`config.mk`:
```
export PLATFORM = sky130hd
export DESIGN_NAME = clksel_regfile
export DESIGN_NICKNAME = d
export VERILOG_FILES = /design/src/rtl/clksel_pkg.sv /design/src/rtl/clksel_field_word.sv /design/src/rtl/clksel_commit_ctrl.sv /design/src/rtl/clksel_regfile.sv
export SDC_FILE = /design/constraint.sdc
export NUM_CORES = 1
export LEC_CHECK = 0
export ABC_CLOCK_PERIOD_IN_PS = 3400
export CORE_AREA = 2 2 153 155
export CTS_CLUSTER_SIZE = 30
export DETAILED_ROUTE_END_ITERATION = 10
export DIE_AREA = 0 0 155 157
export PLACE_DENSITY = 0.55
export SLEW_MARGIN = 30
export SYNTH_ARGS = -nofsm -noshare
export SYNTH_HDL_FRONTEND = slang
export SYNTH_SLANG_ARGS = --single-unit
```
`constraint.sdc`:
```
create_clock -name clk -period 3.4 [get_ports clk]
set_clock_uncertainty 0.2 [all_clocks]
set_input_delay 0.51 -clock clk [delete_from_list [all_inputs] [get_ports clk]]
set_output_delay 0.51 -clock clk [all_outputs]
set_load 0.01 [all_outputs]
```
`src/rtl/clksel_pkg.sv`:
```
package clksel_pkg;

    localparam int DATA_W    = 32;
    localparam int CFG_WORDS = 10;
    localparam int REQ_IDX   = 10;

    typedef logic [DATA_W-1:0] word_t;

    typedef struct packed {
        word_t top;       // enable bit of every field
        word_t used;      // all bits that belong to some field
        word_t rst_val;   // value after reset (enable bits clear)
        logic  shadowed;  // word needs a commit to reach its live output
    } layout_t;

    function automatic layout_t word_layout(int idx);
        layout_t l;
        l = '0;
        case (idx)
            0: begin
                l.top = 32'h0000_1084; l.used = 32'h0000_1FFF;
                l.rst_val = 32'h0000_0019; l.shadowed = 1'b0;
            end
            8: begin
                l.top = 32'h0088_8840; l.used = 32'h00FF_FFFF;
                l.rst_val = 32'h0033_338F; l.shadowed = 1'b1;
            end
            9: begin
                l.top = 32'h0000_0244; l.used = 32'h0000_03FF;
                l.rst_val = 32'h0000_0099; l.shadowed = 1'b1;
            end
            default: l = '0;
        endcase
        return l;
    endfunction

    // Scan from the top down: an enable bit opens a field, and the data bits
    // beneath it follow that enable until the next enable bit is reached.
    function automatic word_t merge_fields(word_t old, word_t wd, word_t top, word_t used);
        word_t res;
        logic  en;
        res = '0;
        en  = 1'b0;
        for (int b = DATA_W - 1; b >= 0; b--) begin
            if (top[b])
                en = wd[b];
            else if (used[b])
                res[b] = en ? wd[b] : old[b];
        end
        return res;
    endfunction

endpackage

```
`src/rtl/clksel_field_word.sv`:
```
module clksel_field_word
    import clksel_pkg::*;
#(
    parameter word_t TOP_MASK  = '0,
    parameter word_t USED_MASK = '0,
    parameter word_t RST_VAL   = '0,
    parameter bit    SHADOWED  = 1'b0
) (
    input  logic  clk,
    input  logic  rst,
    input  logic  wr_en,
    input  word_t wdata,
    input  logic  apply,
    output word_t stored,
    output word_t live
);

    localparam word_t RST_CLEAN = RST_VAL & USED_MASK & ~TOP_MASK;

    word_t merged;
    logic  live_load;

    assign merged    = merge_fields(stored, wdata, TOP_MASK, USED_MASK);
    assign live_load = SHADOWED ? apply : wr_en;

    always_ff @(posedge clk) begin
        if (rst)
            stored <= RST_CLEAN;
        else if (wr_en)
            stored <= merged;
    end

    always_ff @(posedge clk) begin
        if (rst)
            live <= RST_CLEAN;
        else if (live_load)
            live <= SHADOWED ? stored : merged;
    end

    // a write with no enable bit set leaves the word alone
    a_r2_no_enable_no_change: assert property (@(posedge clk) disable iff (rst)
        (wr_en && ((wdata & TOP_MASK) == '0)) |=> $stable(stored));

    // a shadowed live word moves only on a commit
    a_r5_shadow_holds: assert property (@(posedge clk) disable iff (rst)
        (SHADOWED && !apply) |=> $stable(live));

    // a direct word's live output tracks its stored value
    a_r4_direct_tracks: assert property (@(posedge clk) disable iff (rst)
        !SHADOWED |-> (live == stored));

endmodule

```
`src/rtl/clksel_commit_ctrl.sv`:
```
module clksel_commit_ctrl #(
    parameter int COMMIT_CYCLES = 4
) (
    input  logic clk,
    input  logic rst,
    input  logic req_wr,
    input  logic req_bit,
    output logic busy,
    output logic apply
);

    localparam int CNT_W = $clog2(COMMIT_CYCLES + 1);

    logic [CNT_W-1:0] cnt;

    assign apply = busy && (cnt == '0);

    always_ff @(posedge clk) begin
        if (rst) begin
            busy <= 1'b0;
            cnt  <= '0;
        end else if (busy) begin
            if (cnt == '0)
                busy <= 1'b0;
            else
                cnt <= cnt - 1'b1;
        end else if (req_wr && req_bit) begin
            busy <= 1'b1;
            cnt  <= CNT_W'(COMMIT_CYCLES - 1);
        end
    end

    // an accepted request raises the pending bit
    a_r7_request_sets: assert property (@(posedge clk) disable iff (rst)
        (req_wr && req_bit && !busy) |=> busy);

    // the pending bit drops right after the settings are applied
    a_r7_clears_after_apply: assert property (@(posedge clk) disable iff (rst)
        apply |=> !busy);

    // a pending commit is never cut short or restarted
    a_r8_no_restart: assert property (@(posedge clk) disable iff (rst)
        (busy && !apply) |=> (busy && (cnt == $past(cnt) - 1'b1)));

endmodule

```
`src/rtl/clksel_regfile.sv`:
```
module clksel_regfile
    import clksel_pkg::*;
#(
    parameter int ADDR_W        = 6,
    parameter int COMMIT_CYCLES = 4
) (
    input  logic                        clk,
    input  logic                        rst,
    input  logic                        bus_wr,
    input  logic [ADDR_W-1:0]           bus_addr,
    input  logic [DATA_W-1:0]           bus_wdata,
    output logic [DATA_W-1:0]           bus_rdata,
    output logic [CFG_WORDS*DATA_W-1:0] live_sel
);

    logic [ADDR_W-1:0] word_idx;
    word_t             stored_arr [CFG_WORDS];
    logic              commit_busy;
    logic              commit_apply;
    logic              req_wr;

    assign word_idx = bus_addr >> 2;
    assign req_wr   = bus_wr && (word_idx == ADDR_W'(REQ_IDX));

    clksel_commit_ctrl #(
        .COMMIT_CYCLES (COMMIT_CYCLES)
    ) u_commit (
        .clk     (clk),
        .rst     (rst),
        .req_wr  (req_wr),
        .req_bit (bus_wdata[0]),
        .busy    (commit_busy),
        .apply   (commit_apply)
    );

    for (genvar i = 0; i < CFG_WORDS; i++) begin : g_cfg
        localparam layout_t LAY = word_layout(i);
        if (LAY.used != '0) begin : g_word
            logic wr_hit;
            assign wr_hit = bus_wr && (word_idx == ADDR_W'(i));
            clksel_field_word #(
                .TOP_MASK  (LAY.top),
                .USED_MASK (LAY.used),
                .RST_VAL   (LAY.rst_val),
                .SHADOWED  (LAY.shadowed)
            ) u_word (
                .clk    (clk),
                .rst    (rst),
                .wr_en  (wr_hit),
                .wdata  (bus_wdata),
                .apply  (commit_apply),
                .stored (stored_arr[i]),
                .live   (live_sel[i*DATA_W +: DATA_W])
            );
        end else begin : g_empty
            assign stored_arr[i]                = '0;
            assign live_sel[i*DATA_W +: DATA_W] = '0;
        end
    end

    always_comb begin
        bus_rdata = '0;
        for (int i = 0; i < CFG_WORDS; i++) begin
            if (word_idx == ADDR_W'(i))
                bus_rdata = stored_arr[i];
        end
        if (word_idx == ADDR_W'(REQ_IDX))
            bus_rdata = {{(DATA_W-1){1'b0}}, commit_busy};
    end

    // addresses beyond the request word read as zero
    a_r9_unmapped_zero: assert property (@(posedge clk) disable iff (rst)
        (word_idx > ADDR_W'(REQ_IDX)) |-> (bus_rdata == '0));

endmodule

```
; ---- Word-level counts from Yosys, hierarchy flattened
; Index checks and enable logic that the tools add are counted.
[totals]
reg_bits = 66
in_bits = 41
elab_cells = 65
out_inout_bits = 352
[op_classes]
muxes = 17
n_eq_ne = 11
n_reduce_logical = 21
addsub = 1
[ops]
columns = cell, n
row1 = $mux 32, 9
row2 = $mux 12, 2
row3 = $reduce_and 2->1, 12
row4 = $eq 4x3->1 const B, 4
row5 = $eq 4x4->1 const B, 3
row6 = $mux 3, 3
row7 = $eq 4x2->1 const B, 2
row8 = $logic_and 1x1->1, 6
row9 = $logic_not 6->1, 1
row10 = $eq 4x1->1 const B, 1
row11 = $logic_not 3->1, 1
row12 = $mux 1, 3
row13 = $sub 3x1->3 const B, 1
row14 = $ne 2x2->1 const B, 1
row15 = $reduce_bool 2->1, 1

; ---- Depth between registers and ports, before layout
[logic_depth]
depth_word = 12
ltp_mapped = 8
ltp_nobuf = 6

; ---- By module
; Synthesis repeated with hierarchy kept, for this count alone.
[hier_totals]
cells_unflattened = 761
area_unflattened_um2 = 6308.6
[by_module_without_submodules]
columns = mod, area_per_inst_um2, instances, cells_per_inst
row1 = clksel_regfile, 2682.6, 1, 381
row2 = clksel_field_word (g_cfg[8].g_word.u_word), 1641.6, 1, 163
row3 = clksel_field_word (g_cfg[9].g_word.u_word), 928.4, 1, 100
row4 = clksel_field_word (g_cfg[0].g_word.u_word), 849.6, 1, 97
row5 = clksel_commit_ctrl, 206.4, 1, 20

; ---- Worst setup path after synthesis
; No wires, ideal clock.
[synth_timing]
path_kind = input to output
startpoint = in bus_addr[5]
endpoint = out bus_rdata[8]
arrival_time_ps = 1391
n_path_buf = 1
cell_stages = 4
required_time_ps = 2690
slack_ps = 1299
cell_sequence = buf_1 > nand2b_1 > nor2_1 > nor4b_1
[synth_via]
elab_chain_cells = 12
elab_cells_between_ends = 22
cone_classes = 10 x eq/ne / 11 x mux / 1 x reduce/logical
[synth_lines]
columns = item, line
row1 = start: declaration, clksel_regfile.sv:10  ; input logic [ADDR_W-1:0] bus_addr,
row2 = $logic_not 6->1, clksel_regfile.sv:64  ; if (word_idx == ADDR_W'(i))
row3 = $mux 12 (2 in a row), clksel_regfile.sv:64
row4 = $mux 32 (8 in a row), clksel_regfile.sv:64
row5 = $mux 32 (*), clksel_regfile.sv:67  ; if (word_idx == ADDR_W'(REQ_IDX))
row6 = end: declaration, clksel_regfile.sv:12  ; output logic [DATA_W-1:0] bus_rdata,
; Mark *: on every way between the ends. The rest lies on a longest branch, timed or not.

; ---- Final worst setup path
[layout_timing]
startpoint = in bus_addr[2]
endpoint = out bus_rdata[21]
[layout_via]
elab_chain_cells = 9
elab_cells_between_ends = 16
cone_classes = 8 x eq/ne / 8 x mux
[layout_lines]
columns = item, line
row1 = $eq 4x2->1, clksel_regfile.sv:64
row2 = $mux 32 (7 in a row), clksel_regfile.sv:64
row3 = $mux 32 (*), clksel_regfile.sv:67
; Marked as above.

==> impl_results.md <==
* Crit Path Class: in -> out
* Post-CTS Setup Bufs at 0
* Leading post-synthesis cells by cell area: buf_4 (43%), dfxtp_1 (26%), mux2i_1 (7.0%), nand2_1 (4.0%), nand2b_1 (3.5%)
* Vias in the first global route at 2877
* Routed vias/inst at ~3.3
* Startpoint types: input port
* DRC errors left at 0
* Stages on the worst setup path at 5
* Share of the synthesized area in the top cell type at a little over two fifths
* Power Density at between 300 and 400 nW/um^2
* Synth Instances at around 640
* Fin util at 24.98%
* Main flop type after synthesis: dfxtp_1
* Slew HR at 53.71%
* Final antenna-violating net count at 0
* # port buffers at 87
* # rows at 55
* Hold_buf cts at 0
* CP max-delay cell: clkdlybuf4s50_1
* Synthesis-to-layout area growth at 8.712%
* H-tree depth at 3
* Routed length per instance at 12.61 um
* Design Area, Final at roughly 5600 sq um
* Number of nets in the layout at about 770
* Cells after DPL at 999
* RSZ-0062 raised after global routing: false
* Max-Cap Viols at 0
* Fin crit share at 94.79%
* First-pass GRT wire length at approximately 18 mm
* Total Neg Setup Slack at 0 ns
* R2R depth at 7
* 1st-iter DRT viols at between 100 and 150
* Max Fclk at roughly 310 MHz
* Leakage at 0.002734 uW
* Req. time, crit path at 2.69 ns
* Clk_lat worst skew at 0.35 ns
* Drt total wl at 12.80 mm
* Sequential share of the synthesized area at 25.56%
* Status: completed
* Detailed Place HPWL at between 9 and 10 mm
* Most numerous cell in the Yosys netlist: buf_4
* Width of the die at between 150 and 200 um
* Gpl congestion at 0.7717
* CTS tree: built
* Die Y at 157 um
* Unique cell type count in the Yosys netlist at 35
* Diodes inserted at 0
* Post-layout instance count excluding filler cells at 1015
* WHS Path Cells at 2
* Period minus WS final at about 3.2 ns
* GRT overflow at 0
* Yosys reg bits at 66
* Clock slew at reported path FFs at 0.06 ns
* Clk buf depth at 2
* Antenna violations before repair at 0
* Final hold vios at 0
* Worst EP arrival at 2.51 ns
* Worst-Margin Slew at 0.6944 ns
* CP max stage delay at about 0.65 ns
* Vias at 3382
* Largest net degree at the start of global routing at 44
* CTS buffer count at 9
* Setup violations, final at 0
* Critical Path Fanout Max at 13
* CTS Sinks at 66
* Yosys warnings at 0
* Leading cell types by count after synthesis: buf_4 (295), dfxtp_1 (66), nand2_1 (55)
* Placeable core region at about 23000 sq um
* Global Route Usage Sum at 9.999%
* Die ar. at 24340 sq um
* Drt first pass iters at 4
* Clk root buf: clkbuf_16
* Post-synth EDFFs at 0
* Pwr Total at 2144 uW
* CP most frequent cell: clkdlybuf4s50_1
* Worst path bufs/invs at 3
* Mapped Area at 5170 sq um
* Top Family by Delay on Critical Path: buffers and inverters
* Share of cells above drive strength 1 at roughly 4.7%
* Mean Syn Cell Area at 8.116 sq um
* Io pins at 393
* Max-slew violations at 0
* Setup crit end kind: output pin
* Synth area leader: buf_4
* Initial Utilization at 22.97%
* Async set-or-reset flop fraction in the synthesized netlist at 0%
* Peak supply drop at 0.1912 mV
* Cell Area, Placed at 5291 sq um
* Hold Crit Class: reg -> reg
* CP Cell Sequence: clkdlybuf4s50_1 -> nor4b_4 -> buf_4 -> and2_1 -> clkdlybuf4s50_1
[sequential cells by signal (all words and copies together), names as in the netlist]
| name | cells |
|---|---|
| u_commit.cnt | 3 |
| g_cfg.g_word.u_word.stored | 36 |
| g_cfg.g_word.u_word.live | 26 |
| u_commit.busy | 1 |
[final timing paths]
check | start | end | slack, ns
min | g_cfg[9].g_word.u_word.live[5]$_SDFFE_PP0P_ | g_cfg[9].g_word.u_word.live[5]$_SDFFE_PP0P_ | 0.26
max reg2reg | u_commit.cnt[0]$_SDFFE_PP0P_ | g_cfg[8].g_word.u_word.live[10]$_SDFFE_PP0P_ | 1.29
max | bus_addr[2] | bus_rdata[21] | 0.18
min reg2reg | g_cfg[9].g_word.u_word.live[5]$_SDFFE_PP0P_ | g_cfg[9].g_word.u_word.live[5]$_SDFFE_PP0P_ | 0.26
[per-stage QoR]
stage | setup slack [ns] | hold WS (ns)
finish | 0.1770 | 0.2554
CTS | 0.07766 | 0.2575
global placement | 0.1110 | 0.2457
global route | 0.05787 | 0.2761
detailed placement | 0.07795 | 0.2491
floorplan | 1.299 | 0.2407
[per-layer routing]
metal / part of all wire [%] / up-vias / global-route usage [%]
met5: 0 / - / 0
met4: 0.93 / 0 / 2.910
met3: 8.4 / 10 / 3.717
met2: 49 / 204 / 16.57
met1: 41 / 1544 / 12.11
li1: - / 1624 / -
[tightest hold or removal path: stages, from the launching register on]
cell and delay [ns]:
dfxtp_1 0.31, nand2_1 0.05, a21oi_1 0.05
[kinds of logic (layout without fill, tap and decap cells)]
logic type / count (synthesis) / count (layout) / synth area share, %
compound gates: 30 / 30 / 3.679
fa+ha+maj: 2 / 2 / 0.4839
buf+inv: 321 / 120 / 44.82
flops: 66 / 66 / 25.56
mux: 36 / 36 / 6.970
other cells: 1 / 295 / 0.07253
simple gates: 181 / 181 / 18.42
[layout by cell type (no fill, tap or decap), types with 2 or more instances in the layout]
cell,instances
o221ai_1,4
and3_1,4
nand2b_1,29
ha_1,2
nand3b_1,17
clkdlybuf4s50_1,85
and4bb_2,2
clkinvlp_4,2
inv_1,4
mux2i_1,36
conb_1,295
inv_6,2
nand3_1,8
and2_1,13
a21oi_1,17
dfxtp_1,66
nor2_1,43
o21ai_0,2
a22o_1,3
clkbuf_16,9
bufinv_16,2
buf_4,13
nand2_1,55
[power by group]
part	switching (uW)	internal, uW	total [uW]
clock	412	649	1060
sequential	3.81	778	782
combinational	223	77.7	301
[area by class of cell]
cell class              instances  area (sq um)
multi-input cells             544          2635
repair buffers                100         965.9
clock buffers                   9         225.2
inverters                       4         15.01
fillers                      2486         16880
clock inverters                 7         101.3
well taps                     285         356.6
flip-flops and latches         66          1321
[repair_timing]
item | in CTS | in global routing
endpoints found under the hold margin | 0 | 0
endpoints found under the setup margin | 0 | 1
gates resized for setup | 0 | 1
No activity file was read; power rests on OpenSTA's default activity.
